## src/rtl/i2c_gcs_pkg.sv

```systemverilog
package i2c_gcs_pkg;
  localparam int ADDR_W = 7;
  localparam int BYTE_W = 8;
  localparam int CNT_W  = $clog2(BYTE_W + 1);

  localparam logic [1:0] CODE_IDLE = 2'd0;
  localparam logic [1:0] CODE_WR   = 2'd1;
  localparam logic [1:0] CODE_RD   = 2'd2;
  localparam logic [1:0] CODE_GC   = 2'd3;

  typedef enum logic [2:0] {
    S_IDLE,
    S_ADDR,
    S_AACK,
    S_RX,
    S_RXHOLD,
    S_RXACK,
    S_TXLOAD,
    S_TX
  } eng_state_e;
endpackage

```

## src/rtl/i2c_gcs_filt.sv

```systemverilog
module i2c_gcs_filt (
  input  logic clk,
  input  logic rst,
  input  logic tick,
  input  logic d,
  output logic q
);
  logic s1, s2;
  logic [2:0] hist;
  logic [2:0] nxt;

  assign nxt = {hist[1:0], s2};

  always_ff @(posedge clk) begin
    if (rst) begin
      s1   <= 1'b1;
      s2   <= 1'b1;
      hist <= 3'b111;
      q    <= 1'b1;
    end else begin
      s1 <= d;
      s2 <= s1;
      if (tick) begin
        hist <= nxt;
        q    <= (nxt[0] & nxt[1]) | (nxt[0] & nxt[2]) | (nxt[1] & nxt[2]);
      end
    end
  end
endmodule

```

## src/rtl/i2c_gcs_fsm.sv

```systemverilog
module i2c_gcs_fsm
  import i2c_gcs_pkg::*;
(
  input  logic              clk,
  input  logic              rst,
  input  logic              tick,
  input  logic              scl,
  input  logic              sda,
  input  logic [ADDR_W-1:0] cfg_own_addr,
  input  logic              cfg_gc_en,
  output logic              scl_oe,
  output logic              sda_oe,
  output logic              rx_valid,
  input  logic              rx_ready,
  output logic [BYTE_W-1:0] rx_data,
  input  logic              rx_nack,
  input  logic              tx_valid,
  output logic              tx_ready,
  input  logic [BYTE_W-1:0] tx_data,
  output logic              irq_own,
  output logic              irq_gc,
  output logic [1:0]        st_code
);
  eng_state_e        state;
  logic [BYTE_W-1:0] shreg;
  logic [CNT_W-1:0]  cnt;
  logic              scl_q, sda_q;
  logic              rd_mode, mack;
  logic              rise, fall, start_ev, stop_ev;
  logic              own_hit, gc_hit;

  assign rise     = tick & scl & ~scl_q;
  assign fall     = tick & ~scl & scl_q;
  assign start_ev = tick & scl & scl_q & sda_q & ~sda;
  assign stop_ev  = tick & scl & scl_q & ~sda_q & sda;
  assign own_hit  = (shreg[BYTE_W-1:1] == cfg_own_addr);
  assign gc_hit   = cfg_gc_en && (shreg == '0);

  assign rx_valid = (state == S_RXHOLD);
  assign tx_ready = (state == S_TXLOAD);
  assign rx_data  = shreg;

  always_ff @(posedge clk) begin
    if (rst) begin
      state   <= S_IDLE;
      shreg   <= '0;
      cnt     <= '0;
      scl_q   <= 1'b1;
      sda_q   <= 1'b1;
      scl_oe  <= 1'b0;
      sda_oe  <= 1'b0;
      rd_mode <= 1'b0;
      mack    <= 1'b0;
      irq_own <= 1'b0;
      irq_gc  <= 1'b0;
      st_code <= CODE_IDLE;
    end else begin
      irq_own <= 1'b0;
      irq_gc  <= 1'b0;
      if (tick) begin
        scl_q <= scl;
        sda_q <= sda;
      end
      if (start_ev || stop_ev) begin
        state   <= start_ev ? S_ADDR : S_IDLE;
        cnt     <= '0;
        scl_oe  <= 1'b0;
        sda_oe  <= 1'b0;
        st_code <= CODE_IDLE;
      end else begin
        unique case (state)
          S_IDLE: ;
          S_ADDR, S_RX: begin
            if (rise && cnt != CNT_W'(BYTE_W)) begin
              shreg <= {shreg[BYTE_W-2:0], sda};
              cnt   <= cnt + CNT_W'(1);
            end else if (fall && cnt == CNT_W'(BYTE_W)) begin
              if (state == S_RX) begin
                scl_oe <= 1'b1;
                state  <= S_RXHOLD;
              end else if (own_hit) begin
                sda_oe  <= 1'b1;
                rd_mode <= shreg[0];
                st_code <= shreg[0] ? CODE_RD : CODE_WR;
                irq_own <= 1'b1;
                state   <= S_AACK;
              end else if (gc_hit) begin
                sda_oe  <= 1'b1;
                rd_mode <= 1'b0;
                st_code <= CODE_GC;
                irq_gc  <= 1'b1;
                state   <= S_AACK;
              end else begin
                state <= S_IDLE;
              end
            end
          end
          S_AACK: begin
            if (fall) begin
              sda_oe <= 1'b0;
              cnt    <= '0;
              scl_oe <= rd_mode;
              state  <= rd_mode ? S_TXLOAD : S_RX;
            end
          end
          S_RXHOLD: begin
            if (rx_ready) begin
              sda_oe <= ~rx_nack;
              scl_oe <= 1'b0;
              state  <= S_RXACK;
            end
          end
          S_RXACK: begin
            if (fall) begin
              sda_oe <= 1'b0;
              cnt    <= '0;
              state  <= S_RX;
            end
          end
          S_TXLOAD: begin
            if (tx_valid) begin
              shreg  <= tx_data;
              sda_oe <= ~tx_data[BYTE_W-1];
              scl_oe <= 1'b0;
              cnt    <= '0;
              state  <= S_TX;
            end
          end
          S_TX: begin
            if (cnt == CNT_W'(BYTE_W)) begin
              if (rise) begin
                mack <= ~sda;
              end else if (fall) begin
                scl_oe <= mack;
                state  <= mack ? S_TXLOAD : S_IDLE;
              end
            end else if (fall) begin
              cnt <= cnt + CNT_W'(1);
              if (cnt == CNT_W'(BYTE_W - 1)) begin
                sda_oe <= 1'b0;
              end else begin
                shreg  <= {shreg[BYTE_W-2:0], 1'b0};
                sda_oe <= ~shreg[BYTE_W-2];
              end
            end
          end
          default: state <= S_IDLE;
        endcase
      end
    end
  end
endmodule

```

## src/rtl/i2c_gc_slave.sv

```systemverilog
module i2c_gc_slave
  import i2c_gcs_pkg::*;
#(
  parameter int DIV_W = 8
) (
  input  logic              clk,
  input  logic              rst,
  input  logic [ADDR_W-1:0] cfg_own_addr,
  input  logic              cfg_gc_en,
  input  logic [DIV_W-1:0]  cfg_sample_div,
  input  logic              scl_i,
  input  logic              sda_i,
  output logic              scl_oe,
  output logic              sda_oe,
  output logic              rx_valid,
  input  logic              rx_ready,
  output logic [BYTE_W-1:0] rx_data,
  input  logic              rx_nack,
  input  logic              tx_valid,
  output logic              tx_ready,
  input  logic [BYTE_W-1:0] tx_data,
  output logic              irq_own,
  output logic              irq_gc,
  output logic [1:0]        st_code
);
  localparam int NLINE = 2;

  logic [DIV_W-1:0] div_cnt;
  logic             tick;
  logic [NLINE-1:0] raw, filt;

  assign tick = (div_cnt >= cfg_sample_div);
  assign raw  = {sda_i, scl_i};

  always_ff @(posedge clk) begin
    if (rst || tick) div_cnt <= '0;
    else             div_cnt <= div_cnt + DIV_W'(1);
  end

  for (genvar g = 0; g < NLINE; g++) begin : g_line
    i2c_gcs_filt u_filt (
      .clk (clk),
      .rst (rst),
      .tick(tick),
      .d   (raw[g]),
      .q   (filt[g])
    );
  end

  i2c_gcs_fsm u_fsm (
    .clk         (clk),
    .rst         (rst),
    .tick        (tick),
    .scl         (filt[0]),
    .sda         (filt[1]),
    .cfg_own_addr(cfg_own_addr),
    .cfg_gc_en   (cfg_gc_en),
    .scl_oe      (scl_oe),
    .sda_oe      (sda_oe),
    .rx_valid    (rx_valid),
    .rx_ready    (rx_ready),
    .rx_data     (rx_data),
    .rx_nack     (rx_nack),
    .tx_valid    (tx_valid),
    .tx_ready    (tx_ready),
    .tx_data     (tx_data),
    .irq_own     (irq_own),
    .irq_gc      (irq_gc),
    .st_code     (st_code)
  );
endmodule

```

## config.mk

```make
export PLATFORM = sky130hd
export DESIGN_NAME = i2c_gc_slave
export DESIGN_NICKNAME = d
export VERILOG_FILES = /design/src/rtl/i2c_gcs_pkg.sv /design/src/rtl/i2c_gcs_filt.sv /design/src/rtl/i2c_gcs_fsm.sv /design/src/rtl/i2c_gc_slave.sv
export SDC_FILE = /design/constraint.sdc
export NUM_CORES = 1
export LEC_CHECK = 0
export ABC_AREA = 1
export BUFFER_PORTS_ARGS = -buffer_cell sky130_fd_sc_hd__clkbuf_2
export CORE_UTILIZATION = 30
export DETAILED_ROUTE_END_ITERATION = 8
export HOLD_SLACK_MARGIN = 0.03
export MAX_ROUTING_LAYER = met4
export SYNTH_ARGS = -nofsm -noshare
export SYNTH_HDL_FRONTEND = slang
export SYNTH_SLANG_ARGS = --single-unit
```

## constraint.sdc

```tcl
create_clock -name clk -period 4.5 [get_ports clk]
set_clock_uncertainty 0.05 [all_clocks]
set_input_delay 0.45 -clock clk [delete_from_list [all_inputs] [get_ports clk]]
set_output_delay 0.45 -clock clk [all_outputs]
set_load 0.05 [all_outputs]
```

### Word-level counts from Yosys, hierarchy flattened

Index checks and enable logic that the tools add are counted.

| operators by class | value |
|---|---|
| add/subtract/negate cells | 2 |
| multipliers | 0 |
| div/mod/pow operators | 0 |
| order comparisons | 1 |
| equal/unequal tests | 35 |
| shifts and indexed selects | 0 |
| mux-type cells | 58 |
| bitwise operators | 31 |
| reductions and logical operators | 25 |

Operator list:

| operator | count |
|---|---|
| 3-bit 2-to-1 mux | 14 |
| 8-bit 2-to-1 mux | 5 |
| 10-bit AND reduction | 3 |
| 1-bit 2-to-1 mux | 25 |
| 8-bit case mux with 3 select lines | 1 |
| 3-bit by 1-bit != test with 1-bit output, second input constant | 7 |
| 4-bit 2-to-1 mux | 5 |
| 3-bit case mux with 6 select lines | 1 |
| 2-bit by 1-bit != test with 1-bit output, second input constant | 8 |
| 4-bit case mux with 4 select lines | 1 |
| 1-bit bitwise AND | 15 |
| 3-bit == test, second input constant | 4 |
| 2-bit != test, second input constant | 6 |
| 1-bit NOT | 12 |
| 6-bit AND reduction | 2 |
| 1-bit case mux with 5 select lines | 2 |
| 5-bit nonzero test | 2 |
| 8-bit by 1-bit adder with 8-bit output, second input constant | 1 |
| 8-bit >= comparator | 1 |
| 8-bit logical NOT | 1 |
| 2-bit 2-to-1 mux | 4 |
| 7-bit == test | 1 |
| 7-bit AND reduction | 1 |
| 7-bit nonzero test | 1 |
| other kinds (19) | 29 |

| storage, ports and cells | value |
|---|---|
| bits in registers | 43 |
| bits in latches | 0 |
| bits in writable memories | 0 |
| bits in read-only memories | 0 |
| bits of input ports | 31 |
| output and inout bits | 16 |
| logic and storage cells | 173 |
| memories | 0 |

### Depth between registers and ports, before layout

Gate-level depths: netlist (run 1).

| depth | value |
|---|---|
| depth after elaboration | 9 |
| mapped depth | 18 |
| mapped depth without buffers | 17 |

### Hierarchy

Synthesis (run 1) repeated with hierarchy kept, for this count alone.

| unflattened totals | value |
|---|---|
| cell total of the unflattened synthesis | 425 |
| area, all modules | 2658.8 µm² |

Modules (own cells, without submodules):

| module | instances | cells an instance | area each (µm²) | sequential area each (µm²) |
|---|---|---|---|---|
| i2c_gcs_fsm | 1 | 303 | 1736.7 | 500.5 |
| i2c_gc_slave | 1 | 78 | 569.3 | 160.2 |
| i2c_gcs_filt | 2 | 22 | 176.4 | 100.1 |

### Worst setup path before layout (run 1)

No wires, ideal clock.

| timing path | value |
|---|---|
| kind | input port to flip-flop |
| start | input port cfg_sample_div[3] |
| end | register u_fsm.shreg[5], in the netlist u_fsm.rx_data[5] |
| setup time | 114 ps |
| data arrival time | 1843 ps |
| setup slack | 2493 ps |
| stages on the path | 16 |
| path through | inv_1 -> ha_1 -> nand2_1 -> nor2_1 -> nor2_1 -> nand2_1 -> nand2_1 -> nand2_2 -> nand2_4 -> nand2_4 -> nand2_2 -> nor2_4 -> nand3_4 -> buf_6 -> nor2_1 -> nor2_2 |

| on the way | value |
|---|---|
| word-level cells in the longest chain between the ends | 8 |
| elaborated cells on any way between the ends | 16 |
| classes of those cells | 1 x order compare; 2 x eq/ne; 10 x bitwise; 3 x reduce/logical |

RTL lines:

| item | RTL line | RTL |
|---|---|---|
| start: declaration | i2c_gc_slave.sv:10 | `input logic [DIV_W-1:0] cfg_sample_div,` |
| 8-bit >= comparator * | i2c_gc_slave.sv:32 | `assign tick = (div_cnt >= cfg_sample_div);` |
| 1-bit bitwise AND | i2c_gcs_fsm.sv:32, i2c_gcs_fsm.sv:34, i2c_gcs_fsm.sv:35 |  |
| 1-bit bitwise AND | i2c_gcs_fsm.sv:34, i2c_gcs_fsm.sv:35 |  |
| 1-bit bitwise AND (on tied branches) (2 in a row) | i2c_gcs_fsm.sv:34, i2c_gcs_fsm.sv:35 |  |
| 1-bit logical OR | i2c_gcs_fsm.sv:64 | `if (start_ev \|\| stop_ev) begin` |
| 1-bit NOT (no source line) | - |  |
| 7-bit AND reduction (no source line) * | - |  |
| end signal: assignment | i2c_gcs_fsm.sv:75 | `shreg <= {shreg[BYTE_W-2:0], sda};` |
| end signal: assignment | i2c_gcs_fsm.sv:122 | `shreg <= tx_data;` |
| end signal: assignment | i2c_gcs_fsm.sv:142 | `shreg <= {shreg[BYTE_W-2:0], 1'b0};` |
| end: declaration | i2c_gcs_fsm.sv:25 | `logic [BYTE_W-1:0] shreg;` |

Mark *: on every way between the ends. The rest lies on a longest branch, timed or not.
A chain may end at the register's enable or synchronous reset.

### Final worst setup path (run 1)

| timing path | value |
|---|---|
| start | register div_cnt[0] |
| end | register u_fsm.st_code[0] |

| on the way | value |
|---|---|
| word-level cells in the longest chain between the ends | 7 |
| elaborated cells on any way between the ends | 16 |
| classes of those cells | 1 x order compare; 10 x bitwise; 5 x reduce/logical |

RTL lines:

| item | RTL line | RTL |
|---|---|---|
| start: declaration | i2c_gc_slave.sv:28 | `logic [DIV_W-1:0] div_cnt;` |
| start signal: assignment | i2c_gc_slave.sv:37 | `else div_cnt <= div_cnt + DIV_W'(1);` |
| 8-bit >= comparator * | i2c_gc_slave.sv:32 |  |
| 1-bit bitwise AND | i2c_gcs_fsm.sv:32, i2c_gcs_fsm.sv:34, i2c_gcs_fsm.sv:35 |  |
| 1-bit bitwise AND | i2c_gcs_fsm.sv:34, i2c_gcs_fsm.sv:35 |  |
| 1-bit bitwise AND (on tied branches) (2 in a row) | i2c_gcs_fsm.sv:34, i2c_gcs_fsm.sv:35 |  |
| 1-bit logical OR | i2c_gcs_fsm.sv:64 |  |
| 2-bit OR reduction (no source line) | - |  |
| end signal: assignment | i2c_gcs_fsm.sv:84 | `st_code <= shreg[0] ? CODE_RD : CODE_WR;` |
| end: declaration | i2c_gcs_fsm.sv:22 | `output logic [1:0] st_code` |

Marked as above.

==> metrics.yaml, run 1 <==
run_status:
  run_status: "complete, no violations"
detailed_routing:
  detail_route.drc_violations: 0
  route.detailed.wl_per_inst_um: 10.8
  first_pass_iters: 4
  viasPerCell: 4.50
  detail_route.wirelength_um: 5910
  detailroute.via_count: 2462
  detail-route-antenna-nets: 0
  detail_route.iter0.violations: 89
synthesis:
  syn_area_per_cell_um2: 6.58
  post_synthesis_net_count: 436
  synth-seq-area-share: 0.332
  synth_top_cell_area_share: 0.332
  synth_ff_type: "sky130_fd_sc_hd__dfxtp_1"
  syn-instance-count: 394
  synth_seq_cells: 43
  synth.lib_cells_used.distinct: 34
  synthArstFlopShare: 0
  synthDominantAreaCellType: "sky130_fd_sc_hd__dfxtp_1"
  synth_edf_count: 0
  netlist_top_cells_area: "sky130_fd_sc_hd__dfxtp_1, sky130_fd_sc_hd__nand2_1, sky130_fd_sc_hd__nor2_1"
  syn_area_mm2: 0.00259
  synth_warnings: 0
power_and_ir_drop:
  vdd_ir_drop_max_mv: 0.281
  power_per_cell_area_mw_per_mm2: 471
  total_power_mw: 1.42
  leak_pwr_nw: 1.57
timing:
  report.final.setup_viol: 0
  timing.fmax_mhz: 447
  rsz0062_at_grt: "false"
  finalWorstSetupSlack_ns: 2.26
  final-hold-violation-count: 0
  fin_setup_tns_ns: 0
  final_period_minus_worst_setup_slack_ns: 2.24
  report.final.slew_viol_count: 0
  final_min_period_over_clock_period: 0.498
  tightest_slew_ns: 0.608
  worst_slew_margin_rel: 0.594
global_route:
  first_global_vias: 2340
  grt_antenna_before_repair: 0
  grt_pass1_wl_um: 10100
  grt_start_max_net_pins: 21
  gr-usage-all-layers: 0.146
  grt-ovfl-total: 0
final_layout:
  drive_above_1_share: 0.188
  layout.cell_area.non_filler_mm2: 0.00301
  syn2layout_area_growth_pct: 16.2
  final_stage_net_count: 483
  filler_cell_count: 864
  insertedDiodeCount: 0
clocking:
  cts_hold_buf: 0
  post-cts-setup-buffers: 0
  clock_sink_count: 43
  worst_skew_pair.late_latency_ns: 0.30
  worst_setup_hold_path_clk_slew_ns: 0.09
  ctsLongestPathBuffers: 2
  cts-buffers-inserted: 5
  clockRootBuffer: "sky130_fd_sc_hd__clkbuf_8"
  ctsResizeCount: 0
  cts_tree: "yes"
  cts.htree.levels: 2
floorplan:
  overall_die_area_mm2: 0.00902
  std_cell_rows: 33
  die_y_um: 95.0
  floorplan.io_pins: 47
  effective_utilization_at_floorplan: 0.313
  dieWidth_um: 95.0
  core_mm2: 0.00830
hold_path:
  timing.hold.worst.class: "input pin to flop"
worst_setup_path:
  worstPathArrival_ns: 2.43
  path_cells: "inv_1 -> ha_1 -> nand2_1 -> nor2_1 -> nor2_1 -> nand2_1 -> nand2_1 -> nand2_2 -> nand2_2 -> nor2_1 -> o21ai_2 -> nand2_1 -> inv_2 -> o21ai_0 -> nor2_1"
  critPathLaunchType: "flop"
  required_ns: 4.69
  cp_slowest_stage_delay_ns: 0.38
  worst-path-max-fanout: 13
  timing.setup.critical_path_class: "flop to flop"
  timing.critical_path.to_type: "flop"
  crit_slowest_cell: "sky130_fd_sc_hd__dfxtp_1"
place:
  dp.final_hpwl_um: 4660
  pre_cts_slack_ns: 2.04
  port_bufs: 46
  gp_routability_congestion: 0.897
  dpl_cell_area_mm2: 0.00292
flow_run:
  maxCapViolCount: 0
==> where the power goes <==
part | switching [mW] | internal (mW) | leakage [nW]
clock | 0.139 | 0.126 | 0.0516
combinational | 0.438 | 0.203 | 1.17
sequential | 0.0766 | 0.436 | 0.351
total | 0.654 | 0.764 | 1.57
==> critical path: cells and delay by family, from the launching register on <==
family / cells / cell delay (ns)
compound gates: 2 / 0.25
fa+ha+maj: 1 / 0.27
simple gates: 10 / 0.95
flops: 1 / 0.38
buf+inv: 2 / 0.27
==> stage by stage <==
stage	hold WS, ns	utilization	std cells
global route	0.267	0.363	547
floorplan	0.339	-	394
detailed placement	0.348	0.351	539
global placement	0.344	0.351	539
finish	0.280	0.363	547
CTS	0.269	0.363	547
==> per-layer routing <==
layer | part of all wire | track usage
met4 | 0.013 | 0.0417
met2 | 0.48 | 0.254
met1 | 0.47 | 0.172
met5 | 0 | -
met3 | 0.039 | 0.0274
==> area by class of cell <==
cell class | instances | area (µm²) | area share
sequential | 43 | 861 | 0.286
multi-input combinational | 288 | 1480 | 0.491
inverter | 57 | 214 | 0.0710
clock inverter | 2 | 13.8 | 0.00457
clock buffer | 6 | 82.6 | 0.0274
timing repair buffer | 46 | 230 | 0.0764
tap | 105 | 131 | 0.0436
==> logic make-up (layout without fill, tap and decap cells) <==
| family | after synthesis | in the layout | synth area share |
|---|---|---|---|
| compound gates | 38 | 38 | 0.0844 |
| xor+xnor | 11 | 11 | 0.0371 |
| fa+ha+maj | 11 | 11 | 0.0531 |
| buf+inv | 63 | 111 | 0.0974 |
| flops | 43 | 43 | 0.332 |
| simple gates | 228 | 228 | 0.396 |
==> synthesized netlist by cell type (4+ instances only) <==
cell	number
sky130_fd_sc_hd__inv_1	52
sky130_fd_sc_hd__a21oi_1	15
sky130_fd_sc_hd__nand2_2	5
sky130_fd_sc_hd__nor2_1	75
sky130_fd_sc_hd__inv_2	4
sky130_fd_sc_hd__nand3_1	18
sky130_fd_sc_hd__xor2_1	4
sky130_fd_sc_hd__ha_1	11
sky130_fd_sc_hd__nor3_1	4
sky130_fd_sc_hd__xnor2_1	7
sky130_fd_sc_hd__or2_2	5
sky130_fd_sc_hd__o21ai_0	14
sky130_fd_sc_hd__nand2_1	99
sky130_fd_sc_hd__nand4_1	6
sky130_fd_sc_hd__nor2_2	4
sky130_fd_sc_hd__dfxtp_1	43
==> worst paths after layout <==
kind                            depth (start not counted)  slack, ns                   to           startpoint
worst max-delay path                                   15       2.26     u_fsm.st_code[0]           div_cnt[0]
worst min-delay path                                    2       0.28  g_line[0].u_filt.s1                scl_i
worst max register to register                         15       2.26     u_fsm.st_code[0]           div_cnt[0]
worst min register to register                          1       0.36  g_line[1].u_filt.s2  g_line[1].u_filt.s1
==> registers in the layout, summed over array words and instances, names as in the netlist, 2 cells and up <==
register            cells
g_line.u_filt.q         2
u_fsm.state             3
u_fsm.st_code           2
g_line.u_filt.hist      4
div_cnt                 8
u_fsm.rx_data           8
g_line.u_filt.s2        2
u_fsm.cnt               4
g_line.u_filt.s1        2
==> cells in the final DEF, fill, tap and decap left out, types with 5 or more instances in the layout <==
master                      n
sky130_fd_sc_hd__clkbuf_2  46
sky130_fd_sc_hd__or2_2      5
sky130_fd_sc_hd__inv_1     52
sky130_fd_sc_hd__nor2_1    75
sky130_fd_sc_hd__nand4_1    6
sky130_fd_sc_hd__nand2_1   99
sky130_fd_sc_hd__ha_1      11
sky130_fd_sc_hd__o21ai_0   14
sky130_fd_sc_hd__xnor2_1    7
sky130_fd_sc_hd__nand2_2    5
sky130_fd_sc_hd__clkbuf_8   6
sky130_fd_sc_hd__dfxtp_1   43
sky130_fd_sc_hd__nand3_1   18
sky130_fd_sc_hd__a21oi_1   15
Power figures use the tool's default switching activity.
==> run 2, diff against run 1 <==
- clock period: 4.5 -> 2.1 ns (I/O delays scaled with it)
==> run 2 against run 1 <==
Via count is 5.0% higher. Combinational power grew 130%. Critical path depth down 1. Largest cell class unchanged. Largest power group unchanged.
==> metrics.yaml, run 2 (synthesized netlist as in run 1, its figures left out) <==
final_layout:
  syn2layout_area_growth_pct: 23.6
  final_stage_net_count: 498
  layout.cells.most_common: "sky130_fd_sc_hd__nand2_1"
  filler_cell_count: 871
  insertedDiodeCount: 0
  drive_above_1_share: 0.246
  mostFrequentLayoutCells: "sky130_fd_sc_hd__nand2_1, sky130_fd_sc_hd__nor2_1, sky130_fd_sc_hd__inv_1, sky130_fd_sc_hd__clkbuf_2, sky130_fd_sc_hd__dfxtp_1"
floorplan:
  overall_die_area_mm2: 0.00902
  effective_utilization_at_floorplan: 0.313
  die_y_um: 95.0
  std_cell_rows: 33
  dieWidth_um: 95.0
  core_mm2: 0.00830
  floorplan.io_pins: 47
global_route:
  grt-ovfl-total: 0
  first_global_vias: 2440
  grt_pass1_wl_um: 10700
  grt_start_max_net_pins: 18
  grt_antenna_before_repair: 0
  gr-usage-all-layers: 0.154
detailed_routing:
  met2RoutedLength_um: 3040
  detail-route-antenna-nets: 0
  detail_route.iter0.violations: 128
  viasPerCell: 4.61
  detailroute.via_count: 2586
  detail_route.drc_violations: 0
  topRoutingLayerUsed: "met4"
  routedLengthMet1_um: 2920
  route.detailed.wl_per_inst_um: 11.3
  detail_route.wirelength_um: 6360
  first_pass_iters: 4
  routed-wl-met3_um: 254
clocking:
  worst_setup_hold_path_clk_slew_ns: 0.08
  worst_skew_pair.late_latency_ns: 0.30
  clockRootBuffer: "sky130_fd_sc_hd__clkbuf_8"
  ctsLongestPathBuffers: 2
  cts_tree: "yes"
  cts-buffers-inserted: 5
  clock_sink_count: 43
  cts.htree.levels: 2
  cts_hold_buf: 0
power_and_ir_drop:
  vdd_ir_drop_max_mv: 0.642
  clock_power_share: 0.180
  power.share.sequential: 0.349
  total_power_mw: 3.15
  comb_power_frac: 0.470
  leak_pwr_nw: 1.65
  power_switching_mw: 1.47
  power_per_cell_area_mw_per_mm2: 984
  intPower_mw: 1.68
  netSwitchingFraction: 0.466
timing:
  final_min_period_over_clock_period: 0.956
  worst_slew_margin_rel: 0.707
  tightest_slew_ns: 0.435
  final_period_minus_worst_setup_slack_ns: 2.01
  final-hold-violation-count: 0
  timing.fmax_mhz: 498
  rsz0062_at_grt: "true"
  report.final.setup_viol: 0
  final.hold.worst_slack_ns: 0.0422
  report.final.slew_viol_count: 0
place:
  dp.final_hpwl_um: 4940
  gp_routability_congestion: 0.998
  port_bufs: 46
hold_path:
  timing.hold.worst.class: "input pin to flop"
flow_run:
  maxCapViolCount: 0
worst_setup_path:
  required_ns: 2.25
  worstPathArrival_ns: 2.16
  timing.setup.critical_path_class: "flop to flop"
  critPathLaunchType: "flop"
  worst-path-max-fanout: 7
  timing.critical_path.to_type: "flop"
run_status:
  run_status: "complete, no violations"
[run 2: critical path, stage by stage (launching register included)]
cell	delay, ns
sky130_fd_sc_hd__dfxtp_2	0.34
sky130_fd_sc_hd__ha_1	0.27
sky130_fd_sc_hd__nand2_1	0.06
sky130_fd_sc_hd__nor2_1	0.10
sky130_fd_sc_hd__nor2_1	0.04
sky130_fd_sc_hd__nand2_1	0.06
sky130_fd_sc_hd__nand2_2	0.06
sky130_fd_sc_hd__nand2_4	0.12
sky130_fd_sc_hd__nand2_4	0.08
sky130_fd_sc_hd__nand2_4	0.10
sky130_fd_sc_hd__nand2_4	0.06
sky130_fd_sc_hd__nor2_4	0.17
sky130_fd_sc_hd__nand3_2	0.17
sky130_fd_sc_hd__nor2_1	0.15
sky130_fd_sc_hd__nor2_2	0.05
[run 2: cell type report]
type	count	area (µm²)	share of cell area
multi-input combinational	289	1570	0.488
sequential	43	866	0.270
timing repair buffer	60	335	0.105
inverter	57	216	0.0675
tap	105	131	0.0410
clock buffer	6	82.6	0.0258
clock inverter	1	8.76	0.00273
[run 2: layer usage]
| layer | GRT usage | vias up |
|---|---|---|
| li1 | - | 1354 |
| met1 | 0.191 | 1154 |
| met2 | 0.254 | 59 |
| met3 | 0.0217 | 19 |
| met4 | 0.0556 | 0 |
| met5 | - | - |
[run 2: power by group through the flow]
stage	combinational (mW)	clock, mW	sequential, mW
4_1_cts	1.43	0.581	1.10
6_report	1.48	0.568	1.10
3_3_place_gp	1.41	0	1.12
2_1_floorplan	0.864	0	1.32
3_5_place_dp	1.42	0	1.12
5_1_grt	1.65	0.616	1.13
[run 2: worst paths after layout]
path,from,cells past startpoint,slack (ns),to
max,div_cnt[2],14,0.09,u_fsm.rx_data[5]
min,sda_i,2,0.04,g_line[1].u_filt.s1
max reg2reg,div_cnt[2],14,0.09,u_fsm.rx_data[5]
min reg2reg,g_line[1].u_filt.s1,1,0.36,g_line[1].u_filt.s2
[run 2: repair_timing]
item                       in CTS  in global routing
gates resized for setup         0                 23
setup endpoints to repair       0                 21
setup buffers                   0                  3
[run 2: per-stage QoR]
stage	cells	TNS [ns]	utilization	area [µm²]	setup slack (ns)
finish	561	0	0.386	3210	0.0919
global route	561	-0.0807	0.386	3210	-0.0242
CTS	557	0	0.372	3090	0.0132
detailed placement	550	0	0.361	3000	0.0431
global placement	550	0	0.361	3000	0.0356
floorplan	394	0	-	2590	0.236
